$ cat config.mk
export PLATFORM = sky130hd
export DESIGN_NAME = wp_unlock_gate
export DESIGN_NICKNAME = d
export VERILOG_FILES = /design/src/rtl/wp_pkg.sv /design/src/rtl/wp_key_slot.sv /design/src/rtl/wp_viol_flag.sv /design/src/rtl/wp_unlock_gate.sv
export SDC_FILE = /design/constraint.sdc
export NUM_CORES = 1
export LEC_CHECK = 0
export BUFFER_PORTS_ARGS = -buffer_cell sky130_fd_sc_hd__buf_2
export CORE_MARGIN = 2
export CORE_UTILIZATION = 40
export CTS_CLUSTER_DIAMETER = 50
export DETAILED_ROUTE_END_ITERATION = 8
export PLACE_DENSITY = 0.61
export SYNTH_ARGS = -nofsm -noshare
export SYNTH_HDL_FRONTEND = slang
export SYNTH_SLANG_ARGS = --single-unit
$ cat constraint.sdc
create_clock -name clk_i -period 8.2 [get_ports clk_i]
set_clock_uncertainty 0.1 [all_clocks]
set_input_delay 2.46 -clock clk_i [delete_from_list [all_inputs] [get_ports clk_i]]
set_output_delay 2.46 -clock clk_i [all_outputs]
set_load 0.01 [all_outputs]
$ cat src/rtl/wp_pkg.sv
package wp_pkg;
  localparam int ADDR_W   = 8;
  localparam int KEY_W    = 32;
  localparam int NUM_KEYS = 2;

  localparam int KEY_OFS [NUM_KEYS] = '{32'h6C, 32'h70};
  localparam logic [31:0] KEY_MAGIC [NUM_KEYS] = '{32'h83E7_0B13, 32'h95A4_F1E0};
  localparam int VIOL_OFS = 32'h78;
endpackage

$ cat src/rtl/wp_key_slot.sv
module wp_key_slot #(
  parameter int          ADDR_W = 8,
  parameter int          KEY_W  = 32,
  parameter int          OFS    = 0,
  parameter logic [31:0] MAGIC  = '0
) (
  input  logic              clk_i,
  input  logic              rst_ni,
  input  logic              wr_en_i,
  input  logic [ADDR_W-1:0] wr_addr_i,
  input  logic [KEY_W-1:0]  wr_data_i,
  output logic [KEY_W-1:0]  key_o,
  output logic              hit_o,
  output logic              match_o
);
  localparam logic [ADDR_W-1:0] MY_OFS = ADDR_W'(OFS);
  localparam logic [KEY_W-1:0]  MY_KEY = KEY_W'(MAGIC);

  logic [KEY_W-1:0] key_q;

  assign hit_o = (wr_addr_i == MY_OFS);

  // key slots are never write-protected
  always_ff @(posedge clk_i or negedge rst_ni) begin
    if (!rst_ni)                key_q <= '0;
    else if (wr_en_i && hit_o)  key_q <= wr_data_i;
  end

  assign key_o   = key_q;
  assign match_o = (key_q == MY_KEY);
endmodule

$ cat src/rtl/wp_viol_flag.sv
module wp_viol_flag (
  input  logic clk_i,
  input  logic rst_ni,
  input  logic set_i,
  input  logic clr_i,
  output logic flag_o
);
  logic flag_q;

  always_ff @(posedge clk_i or negedge rst_ni) begin
    if (!rst_ni)     flag_q <= 1'b0;
    else if (set_i)  flag_q <= 1'b1;
    else if (clr_i)  flag_q <= 1'b0;
  end

  assign flag_o = flag_q;
endmodule

$ cat src/rtl/wp_unlock_gate.sv
module wp_unlock_gate
  import wp_pkg::*;
#(
  parameter int AW = wp_pkg::ADDR_W,
  parameter int DW = wp_pkg::KEY_W,
  parameter int NK = wp_pkg::NUM_KEYS
) (
  input  logic          clk_i,
  input  logic          rst_ni,
  input  logic          wr_en_i,
  input  logic [AW-1:0] wr_addr_i,
  input  logic [DW-1:0] wr_data_i,
  input  logic [AW-1:0] rd_addr_i,
  output logic [DW-1:0] rd_data_o,
  output logic          prot_we_o,
  output logic          locked_wr_o,
  output logic          unlocked_o,
  output logic          viol_o
);
  localparam logic [AW-1:0] STAT_ADDR = AW'(VIOL_OFS);

  logic [DW-1:0] key_w [NK];
  logic [NK-1:0] hit_w;
  logic [NK-1:0] match_w;

  for (genvar k = 0; k < NK; k++) begin : g_key
    wp_key_slot #(
      .ADDR_W (AW),
      .KEY_W  (DW),
      .OFS    (KEY_OFS[k]),
      .MAGIC  (KEY_MAGIC[k])
    ) u_slot (
      .clk_i     (clk_i),
      .rst_ni    (rst_ni),
      .wr_en_i   (wr_en_i),
      .wr_addr_i (wr_addr_i),
      .wr_data_i (wr_data_i),
      .key_o     (key_w[k]),
      .hit_o     (hit_w[k]),
      .match_o   (match_w[k])
    );
  end

  logic stat_hit, prot_hit, open_w;

  assign stat_hit = (wr_addr_i == STAT_ADDR);
  assign prot_hit = ~(|hit_w) & ~stat_hit;
  assign open_w   = &match_w;

  assign prot_we_o   = wr_en_i & prot_hit &  open_w;
  assign locked_wr_o = wr_en_i & prot_hit & ~open_w;
  assign unlocked_o  = open_w;

  wp_viol_flag u_viol (
    .clk_i  (clk_i),
    .rst_ni (rst_ni),
    .set_i  (locked_wr_o),
    .clr_i  (wr_en_i & stat_hit & wr_data_i[0]),
    .flag_o (viol_o)
  );

  // read path: independent of lock state
  always_comb begin
    rd_data_o = '0;
    if (rd_addr_i == STAT_ADDR) rd_data_o = DW'(viol_o);
    for (int k = 0; k < NK; k++) begin
      if (rd_addr_i == AW'(KEY_OFS[k])) rd_data_o = key_w[k];
    end
  end
endmodule

# Word-level counts from Yosys, hierarchy flattened

Index checks and enable logic that the tools add are counted.
Widths: inputs -> output; s select.

Register bits after elaboration: 65
Input port bits: 51
Word-level logic and storage cells: 30

Equal/unequal tests: 8
Multiplexer cells: 5
Bitwise logic cells: 9
Reduce and logical (&&, ||, !) cells: 5

Operator list:

| kind                 | number |
|---|---|
| $eq 32x32->1 const B | 2 |
| $mux 32              | 2 |
| $eq 8x7->1 const B   | 6 |
| $and 1x1->1          | 6 |
| $mux 1               | 3 |
| $not 1->1            | 3 |
| $logic_and 1x1->1    | 2 |
| $reduce_and 2->1     | 1 |
| $reduce_bool 2->1    | 1 |
| $reduce_or 2->1      | 1 |

# Logic depth before layout (Yosys ltp)

Gate-level depths: netlist of the first run.

Depth in word-level cells: 7
Mapped depth: 5
Gate-level depth less buffers: 4

# Hierarchy

From an unflattened synthesis of the first run, not the netlist that was laid out.

Cells, all modules: 231
Area, all modules: 3463.3 um2

Modules (own cells, without submodules):

| module                         | times used | cells each | area each (um2) | sequential area each (um2) |
|---|---|---|---|---|
| wp_key_slot at g_key[0].u_slot | 1          | 83         | 1456.4          | 800.8 |
| wp_key_slot at g_key[1].u_slot | 1          | 83         | 1443.9          | 800.8 |
| wp_unlock_gate                 | 1          | 62         | 526.8           | 0.0 |
| wp_viol_flag                   | 1          | 3          | 36.3            | 25.0 |

# Worst setup path before layout of the first run

OpenSTA, ideal clock, no wires.

Kind: input to output
From: input port rd_addr_i[1]
To: output port rd_data_o[10]
Arrival: 3.661 ns
Required time: 5.640 ns
Path slack: 1.979 ns
Cell stages on the path: 5
Path buffers: 1
Cells stage by stage: nor4b_1 > nand4b_1 > nor2_1 > clkbuf_1 > a22o_1

Longest elaborated chain between the ends: 3
Elaborated cells on any way between the ends: 4

RTL lines:

| element         | RTL line             | source |
|---|---|---|
| start, declared | wp_unlock_gate.sv:13 | `input logic [AW-1:0] rd_addr_i,` |
| $eq 8x7->1      | wp_unlock_gate.sv:67 | `if (rd_addr_i == AW'(KEY_OFS[k])) rd_data_o = key_w[k];` |
| $mux 32         | wp_unlock_gate.sv:67 |  |
| $mux 32 *       | wp_unlock_gate.sv:67 |  |
| end, declared   | wp_unlock_gate.sv:14 | `output logic [DW-1:0] rd_data_o,` |

Mark *: on every way between the ends. The rest lies on a longest branch, timed or not.

# Final worst setup path of the first run

From: input port rd_addr_i[1]
To: output port rd_data_o[27]

Same word-level chain as after synthesis.

==> impl_metrics.env, run 1 <==
export IMPL_syn_area_per_cell_um2=13.9
export IMPL_swShare=0.238
export IMPL_worst_hold_slack_ns=0.424
export IMPL_power_switching_mw=0.148
export IMPL_cts_tree="done"
export IMPL_period_minus_slack_ns=6.52
export IMPL_port_buffer_count=86
export IMPL_holdCritPathClass="flop to flop"
export IMPL_initial_core_util=0.415
export IMPL_drc=0
export IMPL_num_io_pins=87
export IMPL_grt_pass1_wl_um=11700
export IMPL_setup_viol=0
export IMPL_drt_iter0_markers=129
export IMPL_final_core_util=0.513
export IMPL_crit_top_cell="buf_2"
export IMPL_power_density_nw_per_um2=167
export IMPL_layout_cells_non_filler=410
export IMPL_clkTransAtPathRegs_ns=0.07
export IMPL_crit_path_max_incr_delay_ns=0.36
export IMPL_synth_compound_area_share=0.107
export IMPL_tns_ns=0
export IMPL_crit_fanout=31
export IMPL_holdBufCountCts=0
export IMPL_routedWlPerCell_um=17.4
export IMPL_synth_top_family_by_area="multiplexers"
export IMPL_peakVddDrop_v=0.0000942
export IMPL_post_cts_buffers=0
export IMPL_crit_arrival_ns=3.96
export IMPL_wirelength_um=7110
export IMPL_via_count=2222
export IMPL_critical_path_class="input pin to output pin"
export IMPL_rows=31
export IMPL_grt_max_degree=66
export IMPL_nets=358
export IMPL_regArea_um2=1630
export IMPL_clock_path_buffers=2
export IMPL_pwr_share_clk=0.373
export IMPL_status="completed"
export IMPL_cp_end_kind="output pin"
export IMPL_synth_seq_cells=65
export IMPL_avgViaCountPerCell=5.42
export IMPL_n_fill_cell=685
export IMPL_intPower_mw=0.475
export IMPL_antenna_found_initial=0
export IMPL_ys_seq_area_frac=0.537
export IMPL_cp_slowest_cell="buf_4"
export IMPL_rsz0062_at_grt="false"
export IMPL_place_congestion=0.796
export IMPL_clkLatencyLatePin_ns=0.33
export IMPL_syn_nets=269
export IMPL_synth_mux_area_frac=0.238
export IMPL_cts_made_buffers=9
export IMPL_root_buffer="clkbuf_8"
export IMPL_drv_slew=0
export IMPL_globalRouteOverflowTotal=0
export IMPL_dieArea_um2=8280
export IMPL_die_h_um=91.0
export IMPL_num_antenna_cells=0
export IMPL_fmax_ghz=0.153
export IMPL_cts_sinks=65
export IMPL_synth_fa_ha_area_frac=0
export IMPL_path_cells="buf_2 -> nor4b_1 -> nand4b_1 -> nor2_2 -> buf_4 -> a22o_1 -> buf_2"
export IMPL_p_comb_frac=0.070
export IMPL_track_usage=0.181
export IMPL_synthToLayoutAreaGrowth_pct=23.5
export IMPL_drtAntennaViolNets=0
export IMPL_finalCritPeriodShare=0.795
export IMPL_placement_cell_area_um2=3580
export IMPL_p_leak_nw=1.94
export IMPL_yosysUniqueCellTypes=29
export IMPL_synth_xor_area_share=0
export IMPL_cp_start_kind="input pin"
export IMPL_multi_input_area_um2=1350
export IMPL_design_area_um2=3740
export IMPL_dp_cells=395
export IMPL_synth_simple_area_share=0.0988
export IMPL_post_dp_hpwl_um=4740
export IMPL_p_seq_frac=0.557
export IMPL_post_cts_resized=0
export IMPL_syn_inst=218
export IMPL_drive_above_1_share=0.556
export IMPL_core_area_um2=7290
export IMPL_timing_slew_headroom=0.455
export IMPL_syn_area_um2=3030
export IMPL_drt_first_pass_iters=5
export IMPL_tightest_slew_ns=0.818
export IMPL_hold_viol_final=0
export IMPL_die_w_um=91.0
export IMPL_yosys_warnings=0
export IMPL_required_ns=5.64
export IMPL_drv_cap=0
export IMPL_htreeDepth=3
export IMPL_grt_pass1_vias=2269
## per-stage QoR
stage	power [mW]	setup WS, ns
2_1_floorplan	0.369	1.98
3_3_place_gp	0.397	1.70
3_5_place_dp	0.398	1.67
4_1_cts	0.632	1.67
5_1_grt	0.653	1.44
6_report	0.623	1.68
## flip-flops by register name, indices dropped and copies added, names as in the netlist
| signal | count |
|---|---|
| g_key.u_slot.key_o | 64 |
| u_viol.flag_o | 1 |
## cell type report
class,instances,area share
timing repair buffer,91,0.125
clock buffer,12,0.0388
multi-input combinational,139,0.362
sequential,65,0.435
clock inverter,3,0.00469
inverter,1,0.00100
tap,99,0.0331
## logic make-up after synthesis
kind of cell | Yosys count
compound gates | 38
buf+inv | 14
flops | 65
mux | 64
simple gates | 37
## critical path, delay by kind of cell
family	cells	cell delay (ns)
and+or+nand+nor	3	0.69
buffers and inverters	3	0.59
AOI/OAI and AO/OA	1	0.23
## placed cells by master (no fill, tap or decap), types with 2 or more instances in the layout
| cell | n |
|---|---|
| clkinv_2 | 2 |
| nor2b_1 | 2 |
| buf_4 | 5 |
| nand4b_1 | 3 |
| mux2_2 | 64 |
| nor2_1 | 2 |
| nand2_1 | 2 |
| buf_2 | 86 |
| nor4_1 | 2 |
| nand4_1 | 6 |
| dfrtp_1 | 65 |
| nor4bb_1 | 9 |
| clkbuf_1 | 2 |
| nor4b_1 | 2 |
| a22o_1 | 30 |
| o21ai_0 | 2 |
| clkbuf_8 | 10 |
## metal layers
metal	wire length (µm)	global-route usage	part of all wire	vias up
met2	3270	0.271	0.46	76
met5	0	0	0	-
li1	-	-	-	1024
met3	467	0.0722	0.066	8
met1	3310	0.248	0.47	1114
met4	69	0.0391	0.0097	0
## Yosys cell counts
library cell	count	share of area
nor4bb_1	9	0.030
nor3b_1	1	0.0025
nor4_1	2	0.0041
or4_4	1	0.0037
o31a_1	1	0.0029
nand4b_1	3	0.0087
o211a_1	1	0.0033
clkbuf_1	10	0.012
o2bb2ai_1	1	0.0029
dfrtp_1	65	0.54
nor3b_2	1	0.0041
o21a_1	1	0.0025
and3b_1	1	0.0029
and3_1	1	0.0021
nor4_4	1	0.0070
buf_2	3	0.0050
nand2_1	2	0.0025
mux2_2	64	0.24
a22o_1	30	0.087
or4b_1	1	0.0033
nand4_1	6	0.012
o31ai_1	1	0.0025
inv_1	1	0.0012
nand2b_1	1	0.0021
nor2_1	3	0.0037
a22o_2	1	0.0033
o21ai_0	2	0.0033
nor4b_1	2	0.0058
nor2b_1	2	0.0041
## power groups by stage
stage	clock [mW]	combinational (mW)	sequential [mW]
finish	0.232	0.0436	0.347
CTS	0.240	0.0445	0.348
detailed placement	0	0.0443	0.354
global route	0.254	0.0490	0.350
floorplan	0	0.0195	0.349
global placement	0	0.0433	0.353
## path summary, 6_finish.rpt
| kind | start | to | slack [ns] | depth (start not counted) |
|---|---|---|---|---|
| setup / recovery | rd_addr_i[1] | rd_data_o[27] | 1.68 | 7 |
| setup reg to reg | g_key[1].u_slot.key_o[16] | u_viol.flag_o | 6.00 | 4 |
| min in group asynchronous | rst_ni | g_key[1].u_slot.key_o[7] | 2.19 | 2 |
| max in group asynchronous | rst_ni | g_key[1].u_slot.key_o[5] | 5.26 | 2 |
| hold / removal | g_key[1].u_slot.key_o[14] | g_key[1].u_slot.key_o[14] | 0.42 | 1 |
| hold reg to reg | g_key[1].u_slot.key_o[14] | g_key[1].u_slot.key_o[14] | 0.42 | 1 |
Note: power is estimated with default switching activity, not from simulation.
==> run 2, diff against run 1 <==
==> constraint.sdc (replaced) <==
create_clock -name clk_i -period 6.2 [get_ports clk_i]
set_clock_uncertainty 0.1 [all_clocks]
set_input_delay 1.86 -clock clk_i [delete_from_list [all_inputs] [get_ports clk_i]]
set_output_delay 1.86 -clock clk_i [all_outputs]
set_load 0.01 [all_outputs]
==> run 2 against run 1 <==
Die area unchanged. Critical path depth unchanged. Register-to-register slack worse by 2.0 ns. Non-clock buffer count up 2. Global-route usage down 0.34 points. Power up 44%. Sequential power up 32%.
==> impl_metrics.env, run 2 (synthesized netlist as in run 1, its figures left out) <==
export IMPL_r2r_end="u_viol.flag_o"
export IMPL_largest_reg_flops=64
export IMPL_post_dp_hpwl_um=4910
export IMPL_grt_util_met1=0.244
export IMPL_n_fill_cell=687
export IMPL_clock_path_buffers=2
export IMPL_critPathLaunch="rd_addr_i[1]"
export IMPL_layout_setup_ws_ns=0.676
export IMPL_clkLatencyLatePin_ns=0.33
export IMPL_cp_start_kind="input pin"
export IMPL_via_count=2229
export IMPL_routedWlPerCell_um=17.1
export IMPL_drtAntennaViolNets=0
export IMPL_preCtsSetupSlack_ns=0.642
export IMPL_die_h_um=91.0
export IMPL_required_ns=4.24
export IMPL_power_switching_mw=0.203
export IMPL_intPower_mw=0.694
export IMPL_port_buffer_count=86
export IMPL_drv_cap=0
export IMPL_avgViaCountPerCell=5.40
export IMPL_power_density_nw_per_um2=235
export IMPL_cts_tree="done"
export IMPL_tns_ns=0
export IMPL_nets=360
export IMPL_r2r_start="g_key[1].u_slot.key_o[16]"
export IMPL_num_antenna_cells=0
export IMPL_drive_above_1_share=0.567
export IMPL_finalPower_mw=0.897
export IMPL_critical_path_class="input pin to output pin"
export IMPL_tightest_slew_ns=0.829
export IMPL_pwr_share_clk=0.424
export IMPL_swShare=0.226
export IMPL_wirelength_um=7050
export IMPL_drc=0
export IMPL_busiest_layer="met2"
export IMPL_rows=31
export IMPL_hold_end="g_key[1].u_slot.key_o[8]"
export IMPL_layout_cells_non_filler=413
export IMPL_timing_slew_headroom=0.447
export IMPL_cp_slowest_cell="nor2_2"
export IMPL_synthToLayoutAreaGrowth_pct=26.1
export IMPL_layout_commonest_cell="buf_2"
export IMPL_initial_core_util=0.415
export IMPL_p_leak_nw=1.98
export IMPL_grt_pass1_wl_um=11500
export IMPL_root_buffer="clkbuf_8"
export IMPL_post_cts_resized=0
export IMPL_crit_fanout=12
export IMPL_crit_top_cell="buf_2"
export IMPL_finalCritPeriodShare=0.891
export IMPL_die_w_um=91.0
export IMPL_hold_start="g_key[1].u_slot.key_o[8]"
export IMPL_clkTransAtPathRegs_ns=0.07
export IMPL_hold_viol_final=0
export IMPL_dp_cells=397
export IMPL_rr_worst_depth=4
export IMPL_fmax_ghz=0.181
export IMPL_setup_viol=0
export IMPL_core_area_um2=7290
export IMPL_final_core_util=0.524
export IMPL_antenna_found_initial=0
export IMPL_use_met2=0.258
export IMPL_regArea_um2=1630
export IMPL_timing_reg2reg_setup_slack_ns=4.04
export IMPL_globalRouteOverflowTotal=0
export IMPL_peakVddDrop_v=0.000136
export IMPL_grt_pass1_vias=2276
export IMPL_holdCritPathClass="flop to flop"
export IMPL_p_comb_frac=0.064
export IMPL_period_minus_slack_ns=5.52
export IMPL_crit_path_max_incr_delay_ns=0.44
export IMPL_drt_first_pass_iters=4
export IMPL_rsz0062_at_grt="false"
export IMPL_post_cts_buffers=0
export IMPL_drv_slew=0
export IMPL_final_cell_mix="buf_2 (86), dfrtp_1 (65), mux2_2 (64)"
export IMPL_path_cells="buf_2 -> nor4b_1 -> nand4b_1 -> nor2_2 -> buf_4 -> a22o_1 -> buf_2"
export IMPL_cp_end_kind="output pin"
export IMPL_grtUsageMet3=0.0606
export IMPL_num_io_pins=87
export IMPL_drt_iter0_markers=117
export IMPL_holdBufCountCts=0
export IMPL_status="completed"
export IMPL_crit_arrival_ns=3.56
export IMPL_min_path_cells=1
export IMPL_multi_input_area_um2=1350
export IMPL_dieArea_um2=8280
export IMPL_htreeDepth=3
export IMPL_place_congestion=0.813
export IMPL_cts_made_buffers=9
export IMPL_track_usage=0.177
export IMPL_grt_max_degree=66
export IMPL_cts_sinks=65
export IMPL_p_seq_frac=0.512
## run 2: cell types whose count changed in the layout (fill, tap and decap cells not counted), sizes merged
cell      change
buf           +2
bufinv        +1
clkinv        -1
clkinvlp      +1
## run 2: area by class of cell
class,instances,share of cell area
Clock buffer,12,0.0433
Clock inverter,4,0.0131
Timing Repair Buffer,93,0.130
Tap cell,99,0.0324
Sequential cell,65,0.426
Inverter,1,0.000983
Multi-Input combinational cell,139,0.355
## run 2: worst max path at each step
| stage | endpoint | slack, ns |
|---|---|---|
| 5_1_grt | rd_data_o[12] | 0.41 |
| 6_report | rd_data_o[11] | 0.68 |
| 2_1_floorplan | rd_data_o[10] | 1.18 |
| 3_3_place_gp | rd_data_o[11] | 0.73 |
| 3_5_place_dp | rd_data_o[11] | 0.64 |
| 4_1_cts | rd_data_o[11] | 0.67 |
## run 2: critical path: cells and delay by family
| kind | cells | cell delay (ns) |
|---|---|---|
| and+or+nand+nor | 3 | 1.01 |
| AOI/OAI and AO/OA | 1 | 0.18 |
| buffers and inverters | 3 | 0.52 |
## run 2: through the flow
stage	hold WS [ns]	instance area, µm²
4_1_cts	0.434	3820
3_3_place_gp	0.409	3600
5_1_grt	0.448	3820
6_report	0.427	3820
2_1_floorplan	0.393	3030
3_5_place_dp	0.416	3600
## run 2: power groups by stage
| stage | Combinational (mW) | Sequential, mW | Clock (mW) |
|---|---|---|---|
| global route | 0.0643 | 0.462 | 0.412 |
| detailed placement | 0.0584 | 0.467 | 0 |
| global placement | 0.0572 | 0.467 | 0 |
| CTS | 0.0587 | 0.459 | 0.391 |
| finish | 0.0573 | 0.459 | 0.380 |
| floorplan | 0.0257 | 0.462 | 0 |
## run 2: per-layer routing
layer,vias to the layer above,share of wire
met4,0,0.016
met5,-,0
met1,1105,0.47
met3,12,0.073
li1,1037,-
met2,75,0.44
